===== src/rtl/spi_reg_pkg.sv =====
package spi_reg_pkg;
  localparam int ADDR_W  = 15;
  localparam int DATA_W  = 8;
  localparam int INSTR_W = ADDR_W + 1;
  localparam int FRAME_W = INSTR_W + DATA_W;
  localparam int CNT_W   = $clog2(FRAME_W + 1);

  localparam int B_BIDIR = 7;
  localparam int B_LSB   = 6;
  localparam int B_SOFT  = 5;
  localparam int B_LONG  = 4;
  localparam logic [DATA_W-1:0] CTRL_DEF = 8'h18;

  function automatic logic [INSTR_W-1:0] rev_instr(input logic [INSTR_W-1:0] v);
    for (int i = 0; i < INSTR_W; i++) rev_instr[i] = v[INSTR_W-1-i];
  endfunction

  function automatic logic [DATA_W-1:0] rev_byte(input logic [DATA_W-1:0] v);
    for (int i = 0; i < DATA_W; i++) rev_byte[i] = v[DATA_W-1-i];
  endfunction

  // low nibble must be the high nibble reversed, long bit must be set
  function automatic logic ctrl_ok(input logic [DATA_W-1:0] v);
    ctrl_ok = v[B_LONG];
    for (int i = 0; i < DATA_W/2; i++) ctrl_ok = ctrl_ok & (v[i] == v[DATA_W-1-i]);
  endfunction
endpackage


===== src/rtl/spi_ctrl_reg.sv =====
module spi_ctrl_reg
  import spi_reg_pkg::*;
(
  input  logic              clk_i,
  input  logic              rst_ni,
  input  logic              wr_i,
  input  logic [DATA_W-1:0] wdata_i,
  input  logic              cs_rise_i,
  output logic [DATA_W-1:0] ctrl_o,
  output logic              soft_rst_o,
  output logic              lsb_act_o,
  output logic              bidir_act_o
);
  logic [DATA_W-1:0] ctrl_q;
  logic lsb_q, bidir_q;

  always_ff @(posedge clk_i or negedge rst_ni) begin
    if (!rst_ni) begin
      ctrl_q <= CTRL_DEF;
    end else if (ctrl_q[B_SOFT]) begin
      ctrl_q <= CTRL_DEF;
    end else if (wr_i && ctrl_ok(wdata_i)) begin
      ctrl_q <= wdata_i;
    end
  end

  // active settings follow the register only at frame end
  always_ff @(posedge clk_i or negedge rst_ni) begin
    if (!rst_ni) begin
      lsb_q   <= CTRL_DEF[B_LSB];
      bidir_q <= CTRL_DEF[B_BIDIR];
    end else if (ctrl_q[B_SOFT]) begin
      lsb_q   <= CTRL_DEF[B_LSB];
      bidir_q <= CTRL_DEF[B_BIDIR];
    end else if (cs_rise_i) begin
      lsb_q   <= ctrl_q[B_LSB];
      bidir_q <= ctrl_q[B_BIDIR];
    end
  end

  assign ctrl_o      = ctrl_q;
  assign soft_rst_o  = ctrl_q[B_SOFT];
  assign lsb_act_o   = lsb_q;
  assign bidir_act_o = bidir_q;
endmodule


===== src/rtl/spi_serial_engine.sv =====
module spi_serial_engine
  import spi_reg_pkg::*;
(
  input  logic              clk_i,
  input  logic              rst_ni,
  input  logic              sclk_i,
  input  logic              cs_ni,
  input  logic              sdi_i,
  input  logic              lsb_i,
  input  logic [DATA_W-1:0] rdata_i,
  output logic              ctrl_wr_o,
  output logic [DATA_W-1:0] commit_data_o,
  output logic              ext_we_o,
  output logic [DATA_W-1:0] ext_wdata_o,
  output logic [ADDR_W-1:0] addr_o,
  output logic              tx_bit_o,
  output logic              tx_vld_o,
  output logic              cs_rise_o
);
  logic                sclk_q, cs_q, ld_pend;
  logic [CNT_W-1:0]    cnt;
  logic [INSTR_W-2:0]  sh;
  logic [INSTR_W-1:0]  sh_nxt, instr;
  logic [DATA_W-1:0]   tx, ext_wd;
  logic                ext_we, tx_vld, rise, fall, commit, addr_zero;

  assign rise      = sclk_i & ~sclk_q & ~cs_ni;
  assign fall      = ~sclk_i & sclk_q & ~cs_ni;
  assign sh_nxt    = {sh, sdi_i};
  assign addr_zero = (instr[ADDR_W-1:0] == '0);
  assign commit    = rise && (cnt == CNT_W'(FRAME_W-1)) && !instr[INSTR_W-1];
  assign commit_data_o = lsb_i ? rev_byte(sh_nxt[DATA_W-1:0]) : sh_nxt[DATA_W-1:0];
  assign ctrl_wr_o = commit && addr_zero;
  assign cs_rise_o = cs_ni & ~cs_q;

  always_ff @(posedge clk_i or negedge rst_ni) begin
    if (!rst_ni) begin
      sclk_q  <= 1'b0;
      cs_q    <= 1'b1;
      cnt     <= '0;
      sh      <= '0;
      instr   <= '0;
      ld_pend <= 1'b0;
      tx      <= '0;
      tx_vld  <= 1'b0;
      ext_we  <= 1'b0;
      ext_wd  <= '0;
    end else begin
      sclk_q  <= sclk_i;
      cs_q    <= cs_ni;
      ext_we  <= commit && !addr_zero;
      ld_pend <= 1'b0;
      if (commit && !addr_zero) ext_wd <= commit_data_o;
      if (cs_ni) begin
        cnt    <= '0;
        tx_vld <= 1'b0;
      end else begin
        if (rise && cnt != CNT_W'(FRAME_W)) begin
          cnt <= cnt + 1'b1;
          sh  <= sh_nxt[INSTR_W-2:0];
        end
        if (rise && cnt == CNT_W'(INSTR_W-1)) begin
          instr   <= lsb_i ? rev_instr(sh_nxt) : sh_nxt;
          ld_pend <= 1'b1;
        end
        // read data loaded one clock after the address settles
        if (ld_pend && instr[INSTR_W-1]) begin
          tx     <= lsb_i ? rev_byte(rdata_i) : rdata_i;
          tx_vld <= 1'b1;
        end else if (fall && tx_vld && cnt > CNT_W'(INSTR_W)) begin
          tx <= {tx[DATA_W-2:0], 1'b0};
        end
      end
    end
  end

  assign ext_we_o    = ext_we;
  assign ext_wdata_o = ext_wd;
  assign addr_o      = instr[ADDR_W-1:0];
  assign tx_bit_o    = tx[DATA_W-1];
  assign tx_vld_o    = tx_vld;
endmodule


===== src/rtl/spi_reg_port.sv =====
module spi_reg_port
  import spi_reg_pkg::*;
(
  input  logic              clk_i,
  input  logic              rst_ni,
  input  logic              sclk_i,
  input  logic              cs_ni,
  input  logic              sdio_i,
  output logic              sdio_o,
  output logic              sdio_oe_o,
  output logic              sdo_o,
  output logic [ADDR_W-1:0] reg_addr_o,
  output logic [DATA_W-1:0] reg_wdata_o,
  output logic              reg_we_o,
  input  logic [DATA_W-1:0] reg_rdata_i,
  output logic              soft_rst_o
);
  logic [DATA_W-1:0] ctrl_q, commit_data, rdata_mux;
  logic ctrl_wr, cs_rise, lsb_act, bidir_act, tx_bit, tx_vld, out_on;

  spi_serial_engine u_engine (
    .clk_i         (clk_i),
    .rst_ni        (rst_ni),
    .sclk_i        (sclk_i),
    .cs_ni         (cs_ni),
    .sdi_i         (sdio_i),
    .lsb_i         (lsb_act),
    .rdata_i       (rdata_mux),
    .ctrl_wr_o     (ctrl_wr),
    .commit_data_o (commit_data),
    .ext_we_o      (reg_we_o),
    .ext_wdata_o   (reg_wdata_o),
    .addr_o        (reg_addr_o),
    .tx_bit_o      (tx_bit),
    .tx_vld_o      (tx_vld),
    .cs_rise_o     (cs_rise)
  );

  spi_ctrl_reg u_ctrl (
    .clk_i       (clk_i),
    .rst_ni      (rst_ni),
    .wr_i        (ctrl_wr),
    .wdata_i     (commit_data),
    .cs_rise_i   (cs_rise),
    .ctrl_o      (ctrl_q),
    .soft_rst_o  (soft_rst_o),
    .lsb_act_o   (lsb_act),
    .bidir_act_o (bidir_act)
  );

  assign rdata_mux = (reg_addr_o == '0) ? ctrl_q : reg_rdata_i;
  assign out_on    = tx_vld & ~cs_ni;
  assign sdo_o     = out_on & ~bidir_act & tx_bit;
  assign sdio_o    = out_on & bidir_act & tx_bit;
  assign sdio_oe_o = out_on & bidir_act;
endmodule


===== config.mk =====
export PLATFORM = sky130hd
export DESIGN_NAME = spi_reg_port
export DESIGN_NICKNAME = d
export VERILOG_FILES = /design/src/rtl/spi_reg_pkg.sv /design/src/rtl/spi_ctrl_reg.sv /design/src/rtl/spi_serial_engine.sv /design/src/rtl/spi_reg_port.sv
export SDC_FILE = /design/constraint.sdc
export NUM_CORES = 1
export LEC_CHECK = 0
export ABC_AREA = 1
export BUFFER_PORTS_ARGS = -buffer_cell sky130_fd_sc_hd__buf_4
export CAP_MARGIN = 40
export CORE_ASPECT_RATIO = 0.5
export CORE_MARGIN = 1
export CORE_UTILIZATION = 40
export DETAILED_ROUTE_END_ITERATION = 6
export SLEW_MARGIN = 20
export SYNTH_ARGS = -nofsm -noshare
export SYNTH_HDL_FRONTEND = slang
export SYNTH_SLANG_ARGS = --single-unit

===== constraint.sdc =====
create_clock -name clk_i -period 1.89 [get_ports clk_i]
set_clock_uncertainty 0.05 [all_clocks]
set_input_delay 0.189 -clock clk_i [delete_from_list [all_inputs] [get_ports clk_i]]
set_output_delay 0.189 -clock clk_i [all_outputs]
set_load 0.02 [all_outputs]

# Word level (Yosys, flattened, before mapping)
# Index checks and enable logic that the tools add are counted.
dict set report word_totals {
  in_bits 13
  regBits 67
  elab_cells 81
  out_inout_bits 28
}
dict set report op_classes {
  muxes 18
  eq_ne 7
  reduce_logical 21
  n_bitwise 19
  n_lt_le_gt_ge 1
  addsub 1
}
# op n
set ops {}
lappend ops {{$mux 8} 7}
lappend ops {{$mux 16} 1}
lappend ops {{$logic_not 15->1} 1}
lappend ops {{$and 1x1->1} 14}
lappend ops {{$logic_and 1x1->1} 10}
lappend ops {{$mux 5} 2}
lappend ops {{$reduce_bool 2->1} 5}
lappend ops {{$mux 1} 8}
lappend ops {{$reduce_and 2->1} 3}
lappend ops {{$add 5x1->5 const B} 1}
lappend ops {{$eq 5x4->1 const B} 1}
lappend ops {{$eq 5x5->1 const B} 1}
lappend ops {{$gt 5x5->1 const B} 1}
lappend ops {{$ne 5x5->1 const B} 1}
lappend ops {{$not 1->1} 5}
lappend ops {{$eq 1x1->1} 4}
lappend ops {{$logic_not 1->1} 2}

# Longest topological paths before layout
# Gate-level depths: netlist of run 1.
dict set report logic_depth {
  depth_word 9
  depth_mapped 9
  mapped_depth_nobuf 9
}

# Cells and area by module
# A second synthesis of run 1 with hierarchy kept.
dict set report unflattened {
  hier_cells 483
  hier_area_um2 3683.5
}
# module n_inst cells_per_inst seq_area_each_um2 area_per_inst_um2
set by_module_without_submodules {}
lappend by_module_without_submodules {spi_serial_engine 1 381 1427.6 2981.6}
lappend by_module_without_submodules {spi_ctrl_reg 1 56 252.7 494.2}
lappend by_module_without_submodules {spi_reg_port 1 46 0.0 207.7}

# Least setup slack after synthesis of run 1
# No wires, ideal clock.
dict set report synth_timing {
  path_kind {register to register}
  start {register u_engine.cnt[0]}
  end {register u_engine.instr[15]}
  arrival_time_ns 1.623
  stages_incl_launch_ff 9
  slack_ns 0.090
  t_required_ns 1.713
  n_path_buf 1
  setup_ns 0.127
  period_less_slack_ns 1.800
  cell_sequence {dfrtp_1 > ha_1 > nand2_1 > nor2_1 > ha_1 > inv_1 > nor2_4 > buf_4 > mux2_1}
}
dict set report synth_via {
  elab_chain_len 3
}
# element line_no
set synth_rtl {}
lappend synth_rtl {{start: declaration} spi_serial_engine.sv:21} ;# logic [CNT_W-1:0] cnt;
lappend synth_rtl {{start signal: assignment} spi_serial_engine.sv:59} ;# cnt <= cnt + 1'b1;
lappend synth_rtl {{$eq 5x4->1} spi_serial_engine.sv:62} ;# if (rise && cnt == CNT_W'(INSTR_W-1)) begin
lappend synth_rtl {{$logic_and 1x1->1} spi_serial_engine.sv:62}
lappend synth_rtl {{$reduce_and 2->1 (no source line)} -}
lappend synth_rtl {{end signal: assignment} spi_serial_engine.sv:63} ;# instr <= lsb_i ? rev_instr(sh_nxt) : sh_nxt;
lappend synth_rtl {{end: declaration} spi_serial_engine.sv:23} ;# logic [INSTR_W-1:0] sh_nxt, instr;
# Every way passes these cells.
# A chain may end at the register's enable or synchronous reset.

# Final worst setup path of run 1
dict set report layout_timing {
  start {register u_engine.cnt[0]}
  end {register u_engine.instr[0]}
}
# Same word-level chain as after synthesis.

==> results of run 1 <==
cell usage in the layout (no fill, tap or decap), types with 7 or more instances in the layout:
cell type,instances
nand2_1,81
clkbuf_16,9
dfrtp_1,64
mux2_2,7
inv_1,22
o21ai_0,33
a21oi_1,17
nand3_1,40
nor2_1,30
buf_4,45
inv_2,9
repair_timing:
action	in CTS	in global routing
hold endpoints to repair	66	0
hold buffers	3	0
setup endpoints to repair	0	12
resized for setup	0	3
sequential cells by signal, indices dropped and copies added (netlist names), 5 cells and up:
name / count
u_engine.instr: 16
u_engine.cnt: 5
u_engine.sh: 15
u_engine.tx: 8
u_ctrl.ctrl_o: 8
u_engine.ext_wdata_o: 8
worst min-delay path, stage by stage:
cell     delay, ps
buf_4          110
nand2_1         50
o21ai_0         60
layer usage:
| metal | part of all wire [%] | up-vias |
|---|---|---|
| met3 | 4.3 | 10 |
| li1 | - | 1328 |
| met1 | 49 | 1253 |
| met5 | 0 | - |
| met4 | 1.3 | 0 |
| met2 | 45 | 50 |
metrics by stage:
stage | setup WS, ps | instances | area (sq um) | hold WS, ps | utilization (%)
floorplan | 90.0 | 382 | 3370 | -157 | -
global placement | 99.4 | 515 | 3700 | 269 | 45.8
detailed placement | 57.3 | 515 | 3700 | 272 | 45.8
CTS | 39.7 | 534 | 4020 | 57.5 | 49.7
global route | 26.8 | 535 | 4060 | 64.2 | 50.2
finish | 139 | 535 | 4060 | 61.8 | 50.2
final timing paths:
path	start	to	slack, ps	depth (start not counted)
worst max-delay path	u_engine.cnt[0]$_DFFE_PN0P_	u_engine.instr[0]$_DFFE_PN0P_	140	8
worst min-delay path	sdio_i	u_engine.sh[0]$_DFFE_PN0P_	60	3
worst max register to register	u_engine.cnt[0]$_DFFE_PN0P_	u_engine.instr[0]$_DFFE_PN0P_	140	8
worst min register to register	u_engine.ext_wdata_o[1]$_DFFE_PN0P_	u_engine.ext_wdata_o[1]$_DFFE_PN0P_	430	2
max in group asynchronous	rst_ni	u_ctrl.ctrl_o[3]$_DFFE_PN1P_	1060	3
min in group asynchronous	rst_ni	u_engine.tx[6]$_DFFE_PN0P_	180	2
power breakdown:
group          internal (W)  switching (W)
Combinational      0.000116       0.000213
Sequential          0.00153      0.0000881
Clock              0.000933       0.000654
Total               0.00258       0.000955
area by class of cell:
type | instances | area share, %
Timing Repair Buffer | 50 | 10.2
Inverter | 34 | 3.27
Multi-Input combinational cell | 256 | 34.6
Tap cell | 112 | 3.45
Sequential cell | 67 | 41.4
Clock inverter | 6 | 1.20
Clock buffer | 10 | 5.89
cell families after synthesis:
kind of cell             Yosys count  synth area share (%)
adder cells (fa/ha/maj)            3                  1.11
multiplexers                      12                  4.01
flip-flops                        67                  49.9
XOR/XNOR                           3                 0.780
AO/OA/AOI/OAI                     63                  9.92
buffers and inverters             59                  8.80
AND/OR/NAND/NOR                  175                  25.5
==> run_results.csv, run 1 <==
group,metric,value,unit
run_status,status,"finished clean",
place,hpwl,5.56,mm
yosys,synth_most_common_cell,"nand2_1",
power_and_ir_drop,total_power,0.00353,W
global_route,grt-ovfl-total,0,
sta,fin_tns_setup,0,ps
yosys,ys_seq_area_share,49.9,%
sta,worst_pin_slew,465,ps
route,vias,2641,
clock_tree,clk_latency,340,ps
place,place.gp.congestion,0.817,
yosys,synth_top_area_cell,"dfrtp_1",
global_route,grt_use_met1,25.0,%
global_route,antenna_found_initial,0,
global_route,grt_pass1_wl,12.8,mm
yosys,synthCells,382,
layout,regArea,1680,sq um
yosys,ys.flop_type,"dfrtp_1",
sta,setup-violations-final,0,
sta,drv_slew,0,
job,max_cap_violations,0,
floorplanning,row_count,23,
route,routed_wirelength,7.66,mm
route,dr.pass1.iters,4,
floorplanning,initial_core_util,41.7,%
setup_path,path_delay_family,"flip-flops",
setup_path,max_stage_delay,410,ps
layout,fillers,754,
yosys,synthArstFlopShare,100,%
yosys,avgSynthCellArea,8.82,sq um
setup_path,crit_type,"reg2reg",
floorplanning,die_h,66.9,um
sta,grt_setup_unrepaired,"false",
layout,final_nets,434,
route,drt-initial-drc-count,155,
layout,area_growth,20.5,%
yosys,syn-cell-area,3370,sq um
setup_path,end_kind,"flop",
setup_path,required,2060,ps
global_route,grt_max_degree,68,
setup_path,path_cells,"ha_4 -> nand2_1 -> nor2_1 -> ha_1 -> inv_2 -> nor2_4 -> buf_12 -> mux2_2",
sta,max_freq,571,MHz
yosys,ys_warn_count,0,
yosys,synth_nets,398,
sta,fin_crit,1750,ps
yosys,ys_top_cells_by_count,"nand2_1, dfrtp_1, nand3_1, o21ai_0, nor2_1",
global_route,met2_usage,30.0,%
global_route,grt_busiest_layer,"met2",
global_route,grt_pass1_vias,2560,
yosys,yosys.area.top_type_share,47.5,%
clock_tree,clk_pin_slew_worst_paths,60,ps
setup_path,worstPathArrival,1920,ps
setup_path,start_kind,"flop",
layout,layout-drive-gt1-share,23.2,%
power_and_ir_drop,vdd_drop_max,0.000440,V
layout,n_antenna_cell,0,
clock_tree,cts_setup_buffers,0,
global_route,grt_usage,19.3,%
setup_path,critPathSlowestCell,"dfrtp_1",
clock_tree,tritoncts,"done",
layout,multiInputGateArea,1400,sq um
clock_tree,root_buffer,"clkbuf_16",
floorplanning,design.core.area,8090,sq um
setup_path,path_buf_inv,2,
power_and_ir_drop,p_leak,1.95,nW
sta,slew_headroom,69.0,%
route,viasPerCell,4.94,
worst_hold_path,hp-class,"in2reg",
floorplanning,dieArea,8810,sq um
sta,fin_crit_sh,92.6,%
floorplanning,die_w,132,um
sta,final-hold-violation-count,0,
clock_tree,cts.sinks,67,
clock_tree,clockBufferDepth,2,
global_route,grt_use_met3,6.47,%
setup_path,crit_fanout,13,
yosys,ys_ff_latch,67,
place,numPortBuffers,40,
yosys,synth_cell_type_count,36,
route,avgRoutedWirePerCell,14.3,um
route,antenna_left,0,
power_and_ir_drop,power.density,870,nW/um^2
route,post-route-drc-count,0,
yosys,synth-edff-count,0,
floorplanning,pin_count,41,
clock_tree,cts_made_buffers,9,
yosys,synth_area_leaders,"dfrtp_1, nand2_1, nand3_1",
clock_tree,htree_levels,3,
No activity file was read; power rests on OpenSTA's default activity.
==> inputs of run 2 (changes only) <==
--- a/config.mk
+++ b/config.mk
@@ -5,13 +5,14 @@
 export SDC_FILE = /design/constraint.sdc
 export NUM_CORES = 1
 export LEC_CHECK = 0
-export ABC_AREA = 1
 export BUFFER_PORTS_ARGS = -buffer_cell sky130_fd_sc_hd__buf_4
 export CAP_MARGIN = 40
 export CORE_ASPECT_RATIO = 0.5
 export CORE_MARGIN = 1
 export CORE_UTILIZATION = 40
 export DETAILED_ROUTE_END_ITERATION = 6
+export HOLD_SLACK_MARGIN = 0.06
+export SKIP_LAST_GASP = 1
 export SLEW_MARGIN = 20
 export SYNTH_ARGS = -nofsm -noshare
 export SYNTH_HDL_FRONTEND = slang
==> run_results.csv, run 2 <==
group,metric,value,unit
clock_tree,clk_pin_slew_worst_paths,60,ps
route,avgRoutedWirePerCell,15.7,um
floorplanning,dieArea,9770,sq um
clock_tree,clockBufferDepth,2,
setup_path,crit_type,"reg2reg",
layout,area_growth,22.8,%
clock_tree,tritoncts,"done",
run_status,status,"finished, violations left",
clock_tree,clk_latency,340,ps
sta,final-hold-violation-count,0,
global_route,grt_usage,18.2,%
place,place.gp.congestion,0.797,
clock_tree,cts.sinks,67,
setup_path,max_stage_delay,410,ps
route,post-route-drc-count,4,
yosys,synthArstFlopShare,100,%
yosys,synth_most_common_cell,"dfrtp_1",
yosys,yosys.area.top_type_share,42.8,%
layout,multiInputGateArea,1850,sq um
layout,final_util,51.7,%
power_and_ir_drop,p_leak,2.11,nW
place,numPortBuffers,40,
floorplanning,row_count,24,
power_and_ir_drop,total_power,0.00379,W
clock_tree,cts_made_buffers,9,
setup_path,path_cells,"nor4_4 -> and4_4 -> buf_12 -> mux2i_1 -> a211oi_2",
worst_hold_path,hp-class,"in2reg",
yosys,ys.flop_type,"dfrtp_1",
sta,fin_crit_sh,96.2,%
layout,mostFrequentLayoutCell,"dfrtp_1",
setup_path,worstPathArrival,1990,ps
sta,slew_headroom,65.0,%
setup_path,end_kind,"flop",
yosys,synth_area_leaders,"dfrtp_1, mux2i_1, mux2_2",
global_route,grt_pass1_wl,13.7,mm
yosys,ys_warn_count,0,
yosys,synth_cell_type_count,47,
layout,final_nets,412,
route,vias,2737,
floorplanning,initial_core_util,42.1,%
clock_tree,htree_levels,3,
layout,final_cell_mix,"dfrtp_1, buf_4, mux2i_1",
global_route,grt-ovfl-total,0,
floorplanning,design.core.area,8890,sq um
sta,grt_setup_unrepaired,"true",
yosys,syn-cell-area,3740,sq um
sta,max_freq,550,MHz
yosys,synth-edff-count,0,
yosys,synthCells,350,
layout,top_register,"u_engine.instr",
yosys,avgSynthCellArea,10.7,sq um
place,hpwl,5.71,mm
power_and_ir_drop,power.density,825,nW/um^2
sta,fin_crit,1820,ps
route,routed_wirelength,8.14,mm
layout,reg_top3,"u_engine.instr: 16 flops, u_engine.sh: 15 flops",
floorplanning,pin_count,41,
layout,layout-drive-gt1-share,33.3,%
route,antenna_left,0,
route,viasPerCell,5.29,
layout,n_antenna_cell,0,
layout,regArea,1680,sq um
layout,fillers,807,
global_route,antenna_found_initial,0,
sta,setup-violations-final,0,
yosys,ys_ff_latch,67,
yosys,synth_nets,366,
clock_tree,root_buffer,"clkbuf_16",
route,dr.pass1.iters,7,
yosys,ys_seq_area_share,44.9,%
sta,drv_slew,0,
yosys,ys_top_cells_by_count,"dfrtp_1, mux2i_1, nor2_1, a21oi_1, nand2_1",
layout,largest_reg_flops,16,
power_and_ir_drop,vdd_drop_max,0.000450,V
setup_path,start_kind,"flop",
job,max_cap_violations,0,
floorplanning,die_w,139,um
sta,worst_pin_slew,524,ps
setup_path,required,2060,ps
yosys,synth_top_area_cell,"dfrtp_1",
setup_path,critPathSlowestCell,"dfrtp_1",
setup_path,crit_fanout,20,
global_route,grt_max_degree,36,
run_status,violations,"design-rule violations",
route,drt-initial-drc-count,119,
global_route,grt_pass1_vias,2678,
floorplanning,die_h,70.4,um
==> run 2: final cells by class <==
class	count	share of cell area, %
multi-input combinational	242	40.3
sequential	67	36.6
timing repair buffer	71	13.3
clock buffer	10	4.98
tap	117	3.19
clock inverter	5	1.20
inverter	5	0.408
==> run 2: path summary, 6_finish.rpt <==
path                                                     start                             endpoint  slack (ps)  cells after the start
setup / recovery                 u_engine.instr[6]$_DFFE_PN0P_           u_engine.tx[1]$_DFFE_PN0P_          70                      5
hold / removal                                          sdio_i           u_engine.sh[0]$_DFFE_PN0P_         100                      2
setup reg to reg                 u_engine.instr[6]$_DFFE_PN0P_           u_engine.tx[1]$_DFFE_PN0P_          70                      5
hold reg to reg            u_engine.ext_wdata_o[6]$_DFFE_PN0P_  u_engine.ext_wdata_o[6]$_DFFE_PN0P_         450                      1
max in group asynchronous                               rst_ni           u_engine.tx[7]$_DFFE_PN0P_        1000                      3
min in group asynchronous                               rst_ni           u_engine.sh[1]$_DFFE_PN0P_         290                      2
==> run 2: critical path: cells and delay by family (launching register included) <==
kind,cells,cell delay [ps]
and+or+nand+nor,2,700
DFF,1,410
muxes,1,240
buffers and inverters,1,180
AOI/OAI and AO/OA,1,90
==> run 2: per-layer routing <==
metal | vias up | GRT usage [%] | wire [um]
li1 | 1323 | - | -
met1 | 1341 | 23.8 | 3910
met2 | 66 | 28.5 | 3730
met3 | 7 | 6.10 | 431
met4 | 0 | 5.68 | 76
met5 | - | 0 | 0
==> run 2: logic make-up after synthesis <==
| group | count (synthesis) | synth area share [%] |
|---|---|---|
| and+or+nand+nor | 114 | 17.7 |
| muxes | 72 | 20.0 |
| DFF | 67 | 44.9 |
| AOI/OAI and AO/OA | 50 | 8.79 |
| buffers and inverters | 41 | 6.95 |
| xor gates and xnor gates | 3 | 0.702 |
| adders and majority gates | 3 | 1.00 |
==> run 2: repair_timing <==
action / in CTS / in global routing
buffers inserted: 0 / 4
resized for setup: 2 / 8
endpoints found under the hold margin: 29 / 0
endpoints found under the setup margin: 7 / 28
hold buffers: 3 / 0
pin swaps: 0 / 3
==> run 2: stage by stage <==
stage          hold slack (ps)  cell area, sq um  instances  setup TNS [ps]  setup WS, ps
4_1_cts                   93.1              4510        513               0          1.00
2_1_floorplan             -157              3740        350               0           164
5_1_grt                    101              4590        517           -28.4         -28.4
6_report                  97.6              4590        517               0          71.1
3_5_place_dp               121              4190        495            -123         -41.5
3_3_place_gp               114              4190        495               0          4.10
==> run 2: power by group <==
| part | total [W] | internal, W | switching [W] | leakage, nW |
|---|---|---|---|---|
| Clock | 0.00162 | 0.00101 | 0.000616 | 0.134 |
| Sequential | 0.00160 | 0.00152 | 0.0000792 | 0.908 |
| Combinational | 0.000565 | 0.000263 | 0.000302 | 1.07 |
| Total | 0.00379 | 0.00279 | 0.000997 | 2.11 |
==> inputs of run 3 (changes only) <==
--- a/config.mk
+++ b/config.mk
@@ -9,9 +9,10 @@
 export CAP_MARGIN = 40
 export CORE_ASPECT_RATIO = 0.5
 export CORE_MARGIN = 1
-export CORE_UTILIZATION = 40
+export CORE_UTILIZATION = 53
 export DETAILED_ROUTE_END_ITERATION = 6
 export HOLD_SLACK_MARGIN = 0.06
+export PLACE_DENSITY = 0.76
 export SKIP_LAST_GASP = 1
 export SLEW_MARGIN = 20
 export SYNTH_ARGS = -nofsm -noshare
==> run_results.csv, run 3 (synthesis gave the netlist of run 2 again) <==
group,metric,value,unit
run_status,status,"finished clean",
floorplanning,design.core.area,6750,sq um
layout,reg_top3,"u_engine.instr: 16 flops, u_engine.sh: 15 flops",
layout,fillers,470,
clock_tree,clk_latency,330,ps
sta,hold_slack,88.5,ps
route,viasPerCell,5.68,
route,post-route-drc-count,0,
layout,top_register,"u_engine.instr",
sta,worst_pin_slew,550,ps
power_and_ir_drop,total_power,0.00374,W
job,max_cap_violations,0,
layout,largest_reg_flops,16,
worst_hold_path,hp-class,"in2reg",
place,place.gp.congestion,0.867,
global_route,grt_usage,23.7,%
floorplanning,pin_count,41,
clock_tree,cts.sinks,67,
floorplanning,die_h,61.4,um
place,numPortBuffers,40,
floorplanning,initial_core_util,55.4,%
place,pre_cts_slack,-58.9,ps
power_and_ir_drop,vdd_drop_max,0.000486,V
setup_path,path_cells,"nor4_4 -> and4_2 -> buf_12 -> mux2i_1 -> a211oi_2",
clock_tree,htree_levels,3,
clock_tree,clk_pin_slew_worst_paths,60,ps
route,avgRoutedWirePerCell,16.8,um
sta,final-hold-violation-count,0,
setup_path,path_delay_family,"simple AND/OR/NAND/NOR gates",
global_route,grt_pass1_vias,2671,
setup_path,path_buf_inv,1,
clock_tree,tritoncts,"done",
sta,fin_crit,1850,ps
layout,final_cell_mix,"dfrtp_1, buf_4, mux2i_1",
setup_path,start_kind,"flop",
power_and_ir_drop,power.density,833,nW/um^2
route,antenna_left,0,
sta,drv_slew,0,
global_route,antenna_found_initial,0,
sta,grt_setup_unrepaired,"true",
layout,layout-drive-gt1-share,33.2,%
setup_path,max_stage_delay,420,ps
place,placed_area,4110,sq um
route,vias,2764,
global_route,grt_max_degree,34,
sta,setup_ws,41.1,ps
layout,n_antenna_cell,0,
floorplanning,row_count,21,
layout,final_util,66.5,%
setup_path,critPathSlowestCell,"dfrtp_1",
clock_tree,root_buffer,"clkbuf_16",
layout,mostFrequentLayoutCell,"dfrtp_1",
route,routed_wirelength,8.20,mm
floorplanning,die_w,121,um
floorplanning,dieArea,7420,sq um
setup_path,required,2040,ps
sta,slew_headroom,63.0,%
setup_path,crit_fanout,20,
clock_tree,cts_made_buffers,9,
layout,area_growth,20.0,%
sta,max_freq,541,MHz
sta,setup-violations-final,0,
sta,fin_crit_sh,97.8,%
global_route,grt_pass1_wl,13.0,mm
global_route,grt-ovfl-total,0,
power_and_ir_drop,p_leak,2.07,nW
layout,final_nets,407,
route,drt-initial-drc-count,163,
setup_path,end_kind,"flop",
setup_path,worstPathArrival,2000,ps
clock_tree,clockBufferDepth,2,
place,hpwl,5.74,mm
layout,stdcell_area,4490,sq um
route,dr.pass1.iters,4,
setup_path,crit_type,"reg2reg",
run 3: changes by cell type in the layout (fill, tap and decap cells not counted), moves of 2 or more:
cell / delta
buf_12: -2
buf_4: -2
clkinv_4: +2
nor4_4: -2
nor2_1: -3
nor2_2: +3
nor4_2: +2
run 3: layout make-up:
type	instances	area (sq um)	area share [%]
multi-input combinational	242	1830	40.7
inverter	5	18.8	0.418
tap	92	115	2.56
clock buffer	9	225	5.02
clock inverter	6	67.6	1.50
timing repair buffer	66	553	12.3
sequential	67	1680	37.4
run 3: through the flow:
stage,setup TNS (ps),instances
after floorplan,0,350
after global placement,-1.75,467
after detailed placement,-211,467
after CTS,0,485
after global routing,-219,487
final,0,487
run 3: report_power, final:
group | switching (W) | internal (W)
Clock | 0.000618 | 0.00101
Combinational | 0.000240 | 0.000228
Sequential | 0.000120 | 0.00152
run 3: routing by layer:
metal	share of wire, %	track usage [%]	vias to the layer above
li1	-	-	1314
met2	48	40.6	79
met5	0	0	-
met1	45	29.7	1353
met4	1.4	7.41	0
met3	5.0	7.22	18
run 3: path summary, 6_finish.rpt:
check	from	to	slack, ps	depth (start not counted)
worst max-delay path	u_engine.instr[6]$_DFFE_PN0P_	u_engine.tx[2]$_DFFE_PN0P_	40	5
worst min-delay path	cs_ni	u_engine.tx_vld_o$_DFFE_PN0P_	90	2
worst max register to register	u_engine.instr[6]$_DFFE_PN0P_	u_engine.tx[2]$_DFFE_PN0P_	40	5
worst min register to register	u_engine.ext_wdata_o[6]$_DFFE_PN0P_	u_engine.ext_wdata_o[6]$_DFFE_PN0P_	450	1
max in group asynchronous	rst_ni	u_engine.sh[3]$_DFFE_PN0P_	980	3
min in group asynchronous	rst_ni	u_engine.tx[2]$_DFFE_PN0P_	270	2
run 3: timing repair:
| action | 4_1_cts | 5_1_grt |
|---|---|---|
| hold buffers | 3 | 0 |
| endpoints found under the hold margin | 49 | 0 |
| setup buffers | 0 | 2 |
| setup endpoints to repair | 8 | 29 |
| resized for setup | 3 | 8 |
